`config.mk`:
```
export PLATFORM = sky130hd
export DESIGN_NAME = dram_addresser
export DESIGN_NICKNAME = d
export VERILOG_FILES = /design/src/rtl/dram_pkg.sv /design/src/rtl/dram_icon_mask.sv /design/src/rtl/dram_ptr_regs.sv /design/src/rtl/dram_rsp_path.sv /design/src/rtl/dram_seg_map.sv /design/src/rtl/dram_addresser.sv
export SDC_FILE = /design/constraint.sdc
export NUM_CORES = 1
export LEC_CHECK = 0
export ABC_CLOCK_PERIOD_IN_PS = 3200
export BUFFER_PORTS_ARGS = -buffer_cell sky130_fd_sc_hd__buf_4
export CORE_ASPECT_RATIO = 0.5
export CORE_MARGIN = 10
export CORE_UTILIZATION = 49
export DETAILED_ROUTE_END_ITERATION = 8
export PLACE_DENSITY_LB_ADDON = 0.3
export REMOVE_ABC_BUFFERS = 1
export SLEW_MARGIN = 10
export SYNTH_ARGS = -nofsm -noshare
export SYNTH_HDL_FRONTEND = slang
export SYNTH_SLANG_ARGS = --single-unit
```
`constraint.sdc`:
```
create_clock -name clk -period 3.2 [get_ports clk]
set_input_delay 0.64 -clock clk [delete_from_list [all_inputs] [get_ports clk]]
set_output_delay 0.64 -clock clk [all_outputs]
set_load 0.05 [all_outputs]
```
`src/rtl/dram_pkg.sv`:
```
package dram_pkg;
  typedef enum logic [2:0] {
    OP_PAGE = 3'd0,
    OP_COL  = 3'd1,
    OP_WR   = 3'd2,
    OP_RD   = 3'd3,
    OP_DIR  = 3'd4
  } op_e;

  function automatic logic is_access(input logic [2:0] op);
    return (op == OP_WR) || (op == OP_RD);
  endfunction
endpackage

```
`src/rtl/dram_icon_mask.sv`:
```
// Keeps only the bits an icon-page byte may carry when sel is set.
module dram_icon_mask #(
  parameter int DATA_W   = 8,
  parameter int KEEP_BITS = 1
) (
  input  logic              sel,
  input  logic [DATA_W-1:0] din,
  output logic [DATA_W-1:0] dout
);
  for (genvar b = 0; b < DATA_W; b++) begin : g_bit
    if (b < KEEP_BITS) begin : g_keep
      assign dout[b] = din[b];
    end else begin : g_clear
      assign dout[b] = din[b] & ~sel;
    end
  end
endmodule

```
`src/rtl/dram_ptr_regs.sv`:
```
// Page, column and direction state with their load and advance rules.
module dram_ptr_regs
  import dram_pkg::*;
#(
  parameter int DATA_W    = 8,
  parameter int NUM_COLS  = 132,
  parameter int NUM_PAGES = 9,
  localparam int COL_W    = $clog2(NUM_COLS),
  localparam int PAGE_W   = $clog2(NUM_PAGES)
) (
  input  logic              clk,
  input  logic              rst_n,
  input  logic              acc,
  input  logic [2:0]        op,
  input  logic [DATA_W-1:0] arg,
  output logic [PAGE_W-1:0] page,
  output logic [COL_W-1:0]  col,
  output logic              dir
);
  localparam int LAST_COL  = NUM_COLS - 1;
  localparam int LAST_PAGE = NUM_PAGES - 1;

  logic [COL_W-1:0]  col_load;
  logic [COL_W-1:0]  col_step;
  logic              page_ok;
  logic              col_big;

  always_comb begin
    page_ok  = (int'(arg) <= LAST_PAGE);
    col_big  = (int'(arg) > LAST_COL);
    col_load = col_big ? COL_W'(LAST_COL) : COL_W'(arg);
    col_step = (col == COL_W'(LAST_COL)) ? col : col + COL_W'(1);
  end

  always_ff @(posedge clk) begin
    if (!rst_n) begin
      page <= '0;
      col  <= '0;
      dir  <= 1'b0;
    end else if (acc) begin
      case (op)
        OP_PAGE: if (page_ok) page <= PAGE_W'(arg);
        OP_COL:  col <= col_load;
        OP_WR,
        OP_RD:   col <= col_step;
        OP_DIR:  dir <= arg[0];
        default: ;
      endcase
    end
  end
endmodule

```
`src/rtl/dram_rsp_path.sv`:
```
// Read response register with a live first beat and a held copy under stall.
module dram_rsp_path #(
  parameter int DATA_W = 8
) (
  input  logic              clk,
  input  logic              rst_n,
  input  logic              rd_acc,
  input  logic              rd_icon,
  input  logic [DATA_W-1:0] mem_rdata,
  input  logic              rsp_ready,
  output logic              rsp_valid,
  output logic [DATA_W-1:0] rsp_data
);
  logic              fresh_q;
  logic              icon_q;
  logic [DATA_W-1:0] hold_q;
  logic [DATA_W-1:0] live;

  dram_icon_mask #(.DATA_W(DATA_W), .KEEP_BITS(1)) u_rd_mask (
    .sel  (icon_q),
    .din  (mem_rdata),
    .dout (live)
  );

  always_ff @(posedge clk) begin
    if (!rst_n) begin
      rsp_valid <= 1'b0;
      fresh_q   <= 1'b0;
      icon_q    <= 1'b0;
      hold_q    <= '0;
    end else begin
      fresh_q <= rd_acc;
      if (rd_acc) icon_q <= rd_icon;
      if (fresh_q) hold_q <= live;
      if (rd_acc) rsp_valid <= 1'b1;
      else if (rsp_ready) rsp_valid <= 1'b0;
    end
  end

  assign rsp_data = fresh_q ? live : hold_q;
endmodule

```
`src/rtl/dram_seg_map.sv`:
```
// Column shown on a given segment, mirrored when the direction flag is set.
module dram_seg_map #(
  parameter int NUM_COLS = 132,
  localparam int COL_W   = $clog2(NUM_COLS)
) (
  input  logic             dir,
  input  logic [COL_W-1:0] idx,
  output logic [COL_W-1:0] col
);
  localparam logic [COL_W-1:0] LAST = COL_W'(NUM_COLS - 1);
  assign col = dir ? (LAST - idx) : idx;
endmodule

```
`src/rtl/dram_addresser.sv`:
```
module dram_addresser
  import dram_pkg::*;
#(
  parameter int DATA_W    = 8,
  parameter int NUM_COLS  = 132,
  parameter int NUM_PAGES = 9,
  localparam int COL_W    = $clog2(NUM_COLS),
  localparam int PAGE_W   = $clog2(NUM_PAGES)
) (
  input  logic              clk,
  input  logic              rst_n,
  input  logic              cmd_valid,
  output logic              cmd_ready,
  input  logic [2:0]        cmd_op,
  input  logic [DATA_W-1:0] cmd_arg,
  output logic              rsp_valid,
  input  logic              rsp_ready,
  output logic [DATA_W-1:0] rsp_data,
  output logic              mem_en,
  output logic              mem_we,
  output logic [PAGE_W-1:0] mem_page,
  output logic [COL_W-1:0]  mem_col,
  output logic [DATA_W-1:0] mem_wdata,
  input  logic [DATA_W-1:0] mem_rdata,
  input  logic [COL_W-1:0]  seg_idx,
  output logic [COL_W-1:0]  seg_col
);
  localparam logic [PAGE_W-1:0] ICON_PAGE = PAGE_W'(NUM_PAGES - 1);

  logic              acc;
  logic              rd_acc;
  logic              on_icon;
  logic [PAGE_W-1:0] page_q;
  logic [COL_W-1:0]  col_q;
  logic              dir_q;

  assign cmd_ready = !rsp_valid || rsp_ready;
  assign acc       = cmd_valid && cmd_ready;
  assign rd_acc    = acc && (cmd_op == OP_RD);
  assign on_icon   = (page_q == ICON_PAGE);

  dram_ptr_regs #(
    .DATA_W(DATA_W), .NUM_COLS(NUM_COLS), .NUM_PAGES(NUM_PAGES)
  ) u_ptr (
    .clk  (clk),
    .rst_n(rst_n),
    .acc  (acc),
    .op   (cmd_op),
    .arg  (cmd_arg),
    .page (page_q),
    .col  (col_q),
    .dir  (dir_q)
  );

  assign mem_en   = acc && is_access(cmd_op);
  assign mem_we   = acc && (cmd_op == OP_WR);
  assign mem_page = page_q;
  assign mem_col  = col_q;

  dram_icon_mask #(.DATA_W(DATA_W), .KEEP_BITS(1)) u_wr_mask (
    .sel  (on_icon),
    .din  (cmd_arg),
    .dout (mem_wdata)
  );

  dram_rsp_path #(.DATA_W(DATA_W)) u_rsp (
    .clk      (clk),
    .rst_n    (rst_n),
    .rd_acc   (rd_acc),
    .rd_icon  (on_icon),
    .mem_rdata(mem_rdata),
    .rsp_ready(rsp_ready),
    .rsp_valid(rsp_valid),
    .rsp_data (rsp_data)
  );

  dram_seg_map #(.NUM_COLS(NUM_COLS)) u_seg (
    .dir(dir_q),
    .idx(seg_idx),
    .col(seg_col)
  );
endmodule

```
==> flow_summary_export.csv <==
group,metric,value,unit
global_routing,grt_pass1_vias,1531,
timing,worst_hold_slack,0.505,ns
hold_path,worstHoldPathType,"register to register",
synth,avgSynthCellArea,7.69,µm²
clock_network,cts_tree,"built",
synth,syn-cell-area,0.00148,mm²
synth,synth_top_area_share,0.325,
route,routed_via_density,5.57,
floorplan,rows,13,
synth,synthDistinctLibCells,46,
floorplan,initial_core_util,0.540,
timing,clock_skew,0.00402,ns
clock_network,post_cts_buffers,0,
power,ir_drop,0.354,mV
timing,rsz0062_at_grt,"false",
route,drt-total-wl,4810,µm
floorplan,dieArea,0.00574,mm²
timing,setup_tns,0,ns
worst_setup_path,worst_setup_path_end_kind,"primary output",
clock_network,clk_pin_slew,0.08,ns
outcome,outcome,"finished, final reports clean",
floorplan,die_w,97.6,µm
synth,synth_most_common_cell,"dfxtp_1",
timing,setup_viol,0,
floorplan,die_h,58.8,µm
synth,synth_largest_area_cell,"dfxtp_1",
clock_network,cts_buffers,3,
clock_network,clk_path_buf_depth,2,
synth,ys_seq_area_frac,0.325,
floorplan,ioPinCount,71,
synth,ys_warn_count,0,
worst_setup_path,cp_slowest_cell,"dfxtp_1",
clock_network,htree_levels,1,
final_layout,area_delta_synth_final,39.6,%
place,routabilityCongestion,0.862,
global_routing,grt_first_pass_wirelength,7770,µm
clock_network,cts_hold_buffers,0,
final_layout,antenna-diode-count,0,
synth,ys_ff_latch,24,
final_layout,fin_nets,288,
synth,ys.flop_type,"dfxtp_1",
power,leakagePower,0.892,nW
timing,fmax,433,MHz
route,vias,1620,
worst_setup_path,startpoint_type,"register",
worst_setup_path,cp.arrival,1.67,ns
route,first_pass_iters,5,
clock_network,clk_latency,0.27,ns
floorplan,core_area,0.00273,mm²
route,drt_iter0_drc,83,
synth,async_flop_share,0,
synth,synthTopCellsByCount,"dfxtp_1, nand2_1, o21ai_0",
global_routing,antenna_found_initial,0,
timing,fin_crit,2.31,ns
global_routing,grt_max_degree,21,
timing,min_period_over_period,0.722,
clock_network,post_cts_resized,0,
global_routing,gr-total-overflow,0,
route,wire_per_inst,16.5,µm
worst_setup_path,path_class,"register to primary output",
place,hpwl,3700,µm
synth,synth_edf_count,0,
route,drc,0,
route,antenna_left,0,
place,port_buffers,70,
job,drv_cap,0,
timing,slew_viol_final,0,
timing,hold_viol_final,0,
timing,worstMarginPinSlew,0.913,ns
clock_network,cts.sinks,24,
worst_setup_path,timing.critical_path.cells,"nor2b_1 > nand2_1 > o21ai_0 > buf_4",
final_layout,drive_gt1_frac,0.323,
worst_setup_path,worstPathRequired,2.56,ns
timing,slew_headroom,0.390,
worst_setup_path,cp_max_fo,10,
synth,yosys-top-cells-area,"dfxtp_1, o21ai_0, nand2_1",
power,power.density,379,mW/mm²
worst_setup_path,max_stage_delay,0.49,ns
clock_network,cts_root_buf,"clkbuf_8",
synth,syn_inst,192,
global_routing,grt_util_all_layers,0.160,
## through the flow
stage / worst slack (ns) / utilization / area [µm²] / std cells / power [W]
finish: 0.888 / 0.754 / 2060 / 291 / 0.000782
global route: 0.729 / 0.754 / 2060 / 291 / 0.000815
CTS: 0.891 / 0.754 / 2060 / 291 / 0.000785
detailed placement: 0.926 / 0.728 / 1990 / 287 / 0.000521
global placement: 0.932 / 0.728 / 1990 / 287 / 0.000518
floorplan: 0.306 / - / 1410 / 179 / 0.000432
## per-layer routing
| metal | wire length [µm] | vias up | track usage |
|---|---|---|---|
| li1 | - | 791 | - |
| met1 | 1990 | 762 | 0.180 |
| met2 | 2490 | 61 | 0.304 |
| met3 | 276 | 6 | 0.0431 |
| met4 | 50 | 0 | 0.0309 |
| met5 | 0 | - | 0 |
## final timing paths
path | to | slack [ns] | startpoint | depth (start not counted)
hold / removal | u_ptr.page[1]$_SDFFE_PN0P_ | 0.50 | u_ptr.page[1]$_SDFFE_PN0P_ | 2
setup / recovery | rsp_data[7] | 0.89 | u_rsp.fresh_q$_SDFF_PN0_ | 4
hold reg to reg | u_ptr.page[1]$_SDFFE_PN0P_ | 0.50 | u_ptr.page[1]$_SDFFE_PN0P_ | 2
setup reg to reg | u_ptr.col[6]$_SDFFE_PN0P_ | 1.02 | u_ptr.col[0]$_SDFFE_PN0P_ | 5
## sequential cells by signal (all words and copies together) (netlist names)
| signal | count |
|---|---|
| u_ptr.col | 8 |
| u_rsp.hold_q | 8 |
| u_ptr.page | 4 |
| u_ptr.dir | 1 |
| u_rsp.fresh_q | 1 |
| u_rsp.icon_q | 1 |
| u_rsp.rsp_valid | 1 |
## where the power goes
part | internal [W] | leakage (nW) | switching, W
clock network | 0.000167 | 0.0357 | 0.0000990
registers | 0.000305 | 0.194 | 0.00000736
logic | 0.0000743 | 0.662 | 0.000129
total | 0.000546 | 0.892 | 0.000236
## cell families after synthesis
logic type	Yosys count	synth area share
XOR/XNOR	6	0.0356
buffers and inverters	26	0.0780
AO/OA/AOI/OAI	43	0.197
flip-flops	24	0.325
adder cells (fa/ha/maj)	2	0.0169
AND/OR/NAND/NOR	88	0.326
multiplexers	3	0.0212
## critical path, delay by kind of cell, from the launching register on
kind / cells / cell delay [ns]
buffers and inverters: 1 / 0.25
DFF: 1 / 0.49
and+or+nand+nor: 2 / 0.53
AOI/OAI and AO/OA: 1 / 0.13
## cells in the final DEF (no fill, tap or decap), drive strengths merged, types with 2 or more instances in the layout
cell	netlist	routed
nand3	8	8
and4	2	2
o21ai	18	18
xor2	2	2
mux2i	2	2
nand4	2	2
a21oi	7	7
o31a	2	2
o22ai	2	2
inv	13	13
o32ai	2	2
nand2b	3	3
nor4b	2	2
nor2	13	13
nand2	18	18
and2	9	9
nand3b	2	2
buf	6	71
nor3b	5	5
o31ai	2	2
xnor2	4	4
a211oi	3	3
clkbuf	7	3
nor2b	10	10
nor3	8	8
ha	2	2
dfxtp	24	24
## final cells by class
cell class,count,area [µm²]
Sequential cell,24,480
Multi-Input combinational cell,142,881
Clock buffer,3,41.3
Tap cell,37,46.3
Inverter,13,48.8
Clock inverter,1,30.0
Fill cell,229,672
Timing Repair Buffer,71,533
No activity file was read; power rests on OpenSTA's default activity.
